**config.mk**
```make
export PLATFORM = sky130hd
export DESIGN_NAME = hb_decim2
export DESIGN_NICKNAME = d
export VERILOG_FILES = /design/src/rtl/hb_pkg.sv /design/src/rtl/hb_sequencer.sv /design/src/rtl/hb_history.sv /design/src/rtl/hb_mac.sv /design/src/rtl/hb_decim2.sv
export SDC_FILE = /design/constraint.sdc
export NUM_CORES = 1
export LEC_CHECK = 0
export ABC_AREA = 1
export BUFFER_PORTS_ARGS = -buffer_cell sky130_fd_sc_hd__clkbuf_2
export CORE_MARGIN = 4
export CORE_UTILIZATION = 60
export DETAILED_ROUTE_END_ITERATION = 7
export GPL_TIMING_DRIVEN = 1
export HOLD_SLACK_MARGIN = 0.03
export PLACE_DENSITY_LB_ADDON = 0.05
export SYNTH_ARGS = -nofsm -noshare
export SYNTH_HDL_FRONTEND = slang
export SYNTH_SLANG_ARGS = --single-unit
```
**constraint.sdc**
```tcl
create_clock -name clk -period 17.7 [get_ports clk]
set_clock_uncertainty 0.1 [all_clocks]
set_input_delay 5.31 -clock clk [delete_from_list [all_inputs] [get_ports clk]]
set_output_delay 5.31 -clock clk [all_outputs]
set_load 0.02 [all_outputs]
```
**src/rtl/hb_pkg.sv**
```systemverilog
package hb_pkg;

    // Sequencer states of the shared multiply-accumulate unit
    typedef enum logic [1:0] {
        ST_IDLE = 2'd0,
        ST_LOAD = 2'd1,
        ST_MAC  = 2'd2,
        ST_OUT  = 2'd3
    } hb_state_e;

    // Per-cycle datapath commands
    typedef struct packed {
        logic load;   // seed accumulator with the half-weighted center sample
        logic mac;    // add one pre-added mirrored pair times its coefficient
        logic emit;   // round, saturate and present the result
    } hb_ctl_t;

    // History index of the sample on the newer side of pair k (0 = newest)
    function automatic int inner_tap(int k, int n);
        return 2 * n - 2 - 2 * k;
    endfunction

    // History index of the sample on the older side of pair k
    function automatic int outer_tap(int k, int n);
        return 2 * n + 2 * k;
    endfunction

    // Accumulator width: pre-add bit, product, growth over n pairs, plus center term
    function automatic int acc_width(int dw, int cw, int n);
        return dw + cw + $clog2(n) + 2;
    endfunction

endpackage

```
**src/rtl/hb_sequencer.sv**
```systemverilog
module hb_sequencer
    import hb_pkg::*;
#(
    parameter int NUM_TAPS = 4,
    parameter int IDX_W    = 2
) (
    input  logic             clk,
    input  logic             rst,
    input  logic             in_valid,
    output hb_ctl_t          ctl,
    output logic [IDX_W-1:0] tap_idx,
    output logic             adj,
    output logic             phase,
    output hb_state_e        state
);

    localparam logic [IDX_W-1:0] LAST_IDX = IDX_W'(NUM_TAPS - 1);

    logic trig;
    assign trig = in_valid & phase;

    always_ff @(posedge clk) begin
        if (rst) begin
            state   <= ST_IDLE;
            phase   <= 1'b0;
            tap_idx <= '0;
            adj     <= 1'b0;
        end else begin
            if (in_valid) begin
                phase <= ~phase;
            end
            if (trig) begin
                // the sample accepted on this edge closes the window
                state   <= ST_LOAD;
                tap_idx <= '0;
                adj     <= 1'b0;
            end else begin
                // a later sample shifts the history by one place
                if (in_valid) begin
                    adj <= 1'b1;
                end
                case (state)
                    ST_LOAD: state <= ST_MAC;
                    ST_MAC: begin
                        if (tap_idx == LAST_IDX) begin
                            state <= ST_OUT;
                        end else begin
                            tap_idx <= tap_idx + 1'b1;
                        end
                    end
                    ST_OUT:  state <= ST_IDLE;
                    default: state <= ST_IDLE;
                endcase
            end
        end
    end

    always_comb begin
        ctl      = '0;
        ctl.load = (state == ST_LOAD);
        ctl.mac  = (state == ST_MAC);
        ctl.emit = (state == ST_OUT);
    end

endmodule

```
**src/rtl/hb_history.sv**
```systemverilog
module hb_history
    import hb_pkg::*;
#(
    parameter int DATA_W   = 16,
    parameter int NUM_TAPS = 4,
    parameter int IDX_W    = 2
) (
    input  logic                     clk,
    input  logic                     rst,
    input  logic                     in_valid,
    input  logic signed [DATA_W-1:0] in_data,
    input  logic [IDX_W-1:0]         tap_idx,
    input  logic                     adj,
    output logic signed [DATA_W-1:0] near_s,
    output logic signed [DATA_W-1:0] far_s,
    output logic signed [DATA_W-1:0] ctr_s,
    output logic signed [DATA_W-1:0] newest
);

    // one spare place keeps the oldest sample after one extra shift
    localparam int DEPTH  = 4 * NUM_TAPS;
    localparam int PTR_W  = $clog2(DEPTH);
    localparam int CENTER = 2 * NUM_TAPS - 1;
    localparam int INNER0 = inner_tap(0, NUM_TAPS);
    localparam int OUTER0 = outer_tap(0, NUM_TAPS);

    logic signed [DATA_W-1:0] mem [DEPTH];

    for (genvar g = 0; g < DEPTH; g++) begin : g_stage
        if (g == 0) begin : g_head
            always_ff @(posedge clk) begin
                if (rst) begin
                    mem[g] <= '0;
                end else if (in_valid) begin
                    mem[g] <= in_data;
                end
            end
        end else begin : g_body
            always_ff @(posedge clk) begin
                if (rst) begin
                    mem[g] <= '0;
                end else if (in_valid) begin
                    mem[g] <= mem[g-1];
                end
            end
        end
    end

    logic [PTR_W-1:0] step;
    logic [PTR_W-1:0] near_ptr;
    logic [PTR_W-1:0] far_ptr;
    logic [PTR_W-1:0] ctr_ptr;

    always_comb begin
        step     = PTR_W'({tap_idx, 1'b0});
        near_ptr = PTR_W'(INNER0) - step + PTR_W'(adj);
        far_ptr  = PTR_W'(OUTER0) + step + PTR_W'(adj);
        ctr_ptr  = PTR_W'(CENTER) + PTR_W'(adj);
    end

    assign near_s = mem[near_ptr];
    assign far_s  = mem[far_ptr];
    assign ctr_s  = mem[ctr_ptr];
    assign newest = mem[0];

endmodule

```
**src/rtl/hb_mac.sv**
```systemverilog
module hb_mac
    import hb_pkg::*;
#(
    parameter int                          DATA_W    = 16,
    parameter int                          COEF_W    = 18,
    parameter int                          NUM_TAPS  = 4,
    parameter int                          IDX_W     = 2,
    parameter logic [NUM_TAPS*COEF_W-1:0]  COEF_LIST = '0
) (
    input  logic                     clk,
    input  logic                     rst,
    input  hb_ctl_t                  ctl,
    input  logic [IDX_W-1:0]         tap_idx,
    input  logic signed [DATA_W-1:0] near_s,
    input  logic signed [DATA_W-1:0] far_s,
    input  logic signed [DATA_W-1:0] ctr_s,
    output logic                     out_valid,
    output logic signed [DATA_W-1:0] out_data
);

    localparam int FRAC   = COEF_W - 1;
    localparam int PRE_W  = DATA_W + 1;
    localparam int PROD_W = PRE_W + COEF_W;
    localparam int ACC_W  = acc_width(DATA_W, COEF_W, NUM_TAPS);

    localparam logic signed [ACC_W-1:0] HALF_LSB = ACC_W'(2 ** (FRAC - 1));
    localparam logic signed [ACC_W-1:0] MAX_OUT  = ACC_W'((2 ** (DATA_W - 1)) - 1);
    localparam logic signed [ACC_W-1:0] MIN_OUT  = ACC_W'(-(2 ** (DATA_W - 1)));

    // coefficient table unpacked from the parameter list
    logic signed [COEF_W-1:0] coef_tab [NUM_TAPS];
    for (genvar g = 0; g < NUM_TAPS; g++) begin : g_coef
        assign coef_tab[g] = COEF_LIST[g*COEF_W +: COEF_W];
    end

    logic signed [PRE_W-1:0]  pair_sum;
    logic signed [PROD_W-1:0] pair_x;
    logic signed [PROD_W-1:0] coef_x;
    logic signed [PROD_W-1:0] prod;
    logic signed [ACC_W-1:0]  ctr_term;
    logic signed [ACC_W-1:0]  acc;
    logic signed [ACC_W-1:0]  rounded;
    logic signed [ACC_W-1:0]  scaled;
    logic signed [DATA_W-1:0] clipped;

    always_comb begin
        pair_sum = PRE_W'(near_s) + PRE_W'(far_s);
        pair_x   = PROD_W'(pair_sum);
        coef_x   = PROD_W'(coef_tab[tap_idx]);
        prod     = pair_x * coef_x;
        ctr_term = ACC_W'(ctr_s) <<< (FRAC - 1);
    end

    always_ff @(posedge clk) begin
        if (rst) begin
            acc <= '0;
        end else if (ctl.load) begin
            acc <= ctr_term;
        end else if (ctl.mac) begin
            acc <= acc + ACC_W'(prod);
        end
    end

    always_comb begin
        rounded = acc + HALF_LSB;
        scaled  = rounded >>> FRAC;
        if (scaled > MAX_OUT) begin
            clipped = MAX_OUT[DATA_W-1:0];
        end else if (scaled < MIN_OUT) begin
            clipped = MIN_OUT[DATA_W-1:0];
        end else begin
            clipped = scaled[DATA_W-1:0];
        end
    end

    always_ff @(posedge clk) begin
        if (rst) begin
            out_valid <= 1'b0;
            out_data  <= '0;
        end else begin
            out_valid <= ctl.emit;
            if (ctl.emit) begin
                out_data <= clipped;
            end
        end
    end

endmodule

```
**src/rtl/hb_decim2.sv**
```systemverilog
module hb_decim2
    import hb_pkg::*;
#(
    parameter int                         DATA_W    = 16,
    parameter int                         COEF_W    = 18,
    parameter int                         NUM_TAPS  = 4,
    parameter logic [NUM_TAPS*COEF_W-1:0] COEF_LIST =
        {18'h3FD71, 18'h00CCD, 18'h3DC29, 18'h0999A}
) (
    input  logic              clk,
    input  logic              rst,
    input  logic              in_valid,
    input  logic [DATA_W-1:0] in_data,
    output logic              out_valid,
    output logic [DATA_W-1:0] out_data
);

    localparam int IDX_W = (NUM_TAPS > 1) ? $clog2(NUM_TAPS) : 1;

    hb_ctl_t                  seq_ctl;
    logic [IDX_W-1:0]         seq_idx;
    logic                     seq_adj;
    logic                     seq_phase;
    hb_state_e                seq_state;
    logic signed [DATA_W-1:0] hist_near;
    logic signed [DATA_W-1:0] hist_far;
    logic signed [DATA_W-1:0] hist_ctr;
    logic signed [DATA_W-1:0] hist_newest;
    logic signed [DATA_W-1:0] mac_out;

    hb_sequencer #(
        .NUM_TAPS (NUM_TAPS),
        .IDX_W    (IDX_W)
    ) u_seq (
        .clk      (clk),
        .rst      (rst),
        .in_valid (in_valid),
        .ctl      (seq_ctl),
        .tap_idx  (seq_idx),
        .adj      (seq_adj),
        .phase    (seq_phase),
        .state    (seq_state)
    );

    hb_history #(
        .DATA_W   (DATA_W),
        .NUM_TAPS (NUM_TAPS),
        .IDX_W    (IDX_W)
    ) u_hist (
        .clk      (clk),
        .rst      (rst),
        .in_valid (in_valid),
        .in_data  ($signed(in_data)),
        .tap_idx  (seq_idx),
        .adj      (seq_adj),
        .near_s   (hist_near),
        .far_s    (hist_far),
        .ctr_s    (hist_ctr),
        .newest   (hist_newest)
    );

    hb_mac #(
        .DATA_W    (DATA_W),
        .COEF_W    (COEF_W),
        .NUM_TAPS  (NUM_TAPS),
        .IDX_W     (IDX_W),
        .COEF_LIST (COEF_LIST)
    ) u_mac (
        .clk       (clk),
        .rst       (rst),
        .ctl       (seq_ctl),
        .tap_idx   (seq_idx),
        .near_s    (hist_near),
        .far_s     (hist_far),
        .ctr_s     (hist_ctr),
        .out_valid (out_valid),
        .out_data  (mac_out)
    );

    assign out_data = mac_out;

endmodule

```
==> metrics.txt <==
worst setup slack after placement=7290 ps; R2R depth=36; RSZ-0062 raised after global routing=no; placement row count=79; Resized Gates After CTS=0; post-synthesis share of cell area spent on xor and xnor gates=0.903%; adder-cell area share of the yosys netlist=31.0%; horizontal extent of the die=227 um; largest net degree at the start of global routing=105; clock root buffer=sky130_fd_sc_hd__clkbuf_16; clock tree from TritonCTS=done; commonest non-fill, non-tap cell in the layout=sky130_fd_sc_hd__inv_1; reg2reg start=u_seq.adj$_SDFFE_PP0P_; ratio of routed vias to standard cells=5.52; worst relative slew slack=27.1%; number of levels in the clock H-tree=2; overall via count from detail_route=21.8k; synthesis-to-finish area growth=6.66%; async set or reset register ratio after synthesis=0%; final setup violating endpoints=0; mux cell area share after synthesis=0%; Wirelength per Cell=19.6 um; num ports=36; overall track demand over capacity in global routing=31.0%; Setup crit start=u_seq.adj$_SDFFE_PP0P_; main combinational cell family by area after synthesis=adder cells; syn nets=3844; MaxCap Viol Count=0; routability congestion estimate=0.998; critical path capture point=u_mac.acc[29]$_SDFFE_PP0P_; drt drc=0; cell mode on critical path=sky130_fd_sc_hd__nand2_1; final-report hold violation count=0; critical path class=reg2reg; per-instance average area after synthesis=8.62 um^2; number of enable-type register cells in the synthesized netlist=256; quantity of I/O buffers inserted on ports=35; Die Height=227 um; via count of the first global-routing pass=22.1k; clock period minus worst slack=10540 ps; required time at the worst-slack endpoint=18070 ps; hold bufs inserted after CTS=0; final worst setup slack=7160 ps; fin nets=3828; endpoint of the worst register-to-register path=u_mac.acc[29]$_SDFFE_PP0P_; Clock Sink Count=317; first-pass GRT wire length=122000 um; register-to-register path setup slack=7160 ps; Compound-Gate Fraction of Synth Area=10.0%; start point of the worst min-delay path=u_mac.out_data[15]$_SDFFE_PP0P_; Total Wirelength=77400 um; hpwl dp=60500 um; share of final-layout standard cells stronger than drive strength 1=5.75%; Post-Syn Instances=3325; effective utilization at floorplan=61.2%; netlist area before placement=28700 um^2; total clock buffers created by CTS=38; flop and latch count out of synthesis=317; setup total negative slack=0 ps; Worst Setup Start Kind=register; Final Slew Violations=0; number of antenna violations at the first check in global routing=1; proportion of synthesized chip area in sequential cells=31.1%; area of the die=51300 um^2; clock transition at the registers of the reported paths=60 ps; period utilisation layout=59.6%; remaining antenna violation count=0; drt initial violations=2108; maximum clock frequency=94.8 MHz; cell type of the slowest stage on the worst timing path=sky130_fd_sc_hd__inv_2; CP Capture Type=register; First-pass DRT Iterations=6; top library cells by usage in the layout, fill and taps aside=sky130_fd_sc_hd__inv_1, sky130_fd_sc_hd__nor2_1, sky130_fd_sc_hd__nand2_1; transition time at the pin with the least slew margin=1090 ps; number of buffers on the longest clock path=3; Primary FF master, synth=sky130_fd_sc_hd__edfxtp_1; run status=finished clean; setup bufs post-CTS=0; warning count from the yosys run=0; remaining global-route overflow=0; clock network latency to the later pin of the worst-skew pair=560 ps; synth unique cells=51; Max Fanout on Critical Path=99; core region area=46900 um^2; path type of the worst min-delay path=reg2reg; crit-path max cell delay=650 ps; Worst EP arrival=10910 ps; basic-gate share of the synthesized area counting and, or, nand and nor cells=14.2%
how the worst min path moves through the flow:
stage          slack (ps)  depth (start not counted)                               to
3_3_place_gp          350                          2        u_mac.acc[0]$_SDFFE_PP0P_
3_5_place_dp          370                          2   u_mac.out_data[0]$_SDFFE_PP0P_
5_1_grt               410                          2   u_mac.out_data[0]$_SDFFE_PP0P_
4_1_cts               380                          2  u_mac.out_data[15]$_SDFFE_PP0P_
2_1_floorplan         350                          2        u_mac.acc[0]$_SDFFE_PP0P_
6_report              380                          2  u_mac.out_data[15]$_SDFFE_PP0P_
cell families after synthesis:
kind of cell             after synthesis
AND/OR/NAND/NOR                     1000
buffers and inverters                968
AO/OA/AOI/OAI                        513
adder cells (fa/ha/maj)              500
flip-flops                           317
XOR/XNOR                              27
critical path, delay by kind of cell, from the launching register on:
kind	cells	cell delay, ps
fa+ha+maj	9	4330
simple gates	15	1930
buf+inv	6	1890
compound gates	6	1540
flops	1	600
area by class of cell:
cell class	instances	area, um^2
Clock buffer	48	1010
Timing Repair Buffer	57	340
Fill cell	3971	16300
Tap cell	607	759
Clock inverter	22	236
Antenna cell	1	2.50
Multi-Input combinational cell	2040	16100
Inverter	855	3210
Sequential cell	317	8910
synthesized netlist by cell type, drive strengths merged (8+ instances only):
cell / instances / area, um^2
inv: 848 / 3190
xor2: 19 / 189
nor3: 8 / 40.0
nand2: 401 / 1540
a221oi: 32 / 280
edfxtp: 256 / 7690
nor2: 473 / 1820
fa: 350 / 7010
clkbuf: 92 / 345
nand4: 8 / 50.1
buf: 21 / 114
a21oi: 213 / 1120
ha: 150 / 1880
or2: 12 / 75.1
dfxtp: 61 / 1220
nand3: 91 / 503
o21ai: 206 / 1050
xnor2: 8 / 70.1
a31oi: 37 / 231
sequential cells by signal, indices dropped and copies added, names as in the netlist:
name / flops
u_hist.mem: 256
u_mac.acc: 38
u_mac.out_data: 16
u_seq.state: 2
u_seq.tap_idx: 2
u_mac.out_valid: 1
u_seq.adj: 1
u_seq.phase: 1
per-layer routing:
layer | wire length, um | GRT usage [%] | vias to the layer above
li1 | - | - | 10200
met2 | 34700 | 47.6 | 803
met3 | 6560 | 7.26 | 118
met5 | 0 | 0 | -
met1 | 33800 | 45.1 | 10700
met4 | 2340 | 8.27 | 0
through the flow:
stage	hold slack (ps)	utilization (%)	cells	instance area, um^2
6_report	381	65.3	3947	30600
2_1_floorplan	345	-	3325	28700
3_3_place_gp	354	62.6	3876	29300
5_1_grt	410	65.3	3947	30600
3_5_place_dp	370	62.6	3876	29300
4_1_cts	384	65.3	3946	30600
Power is left out: the tool's default activity adds up to more than one toggle a clock period on the data nets, which glitch-free logic cannot reach.
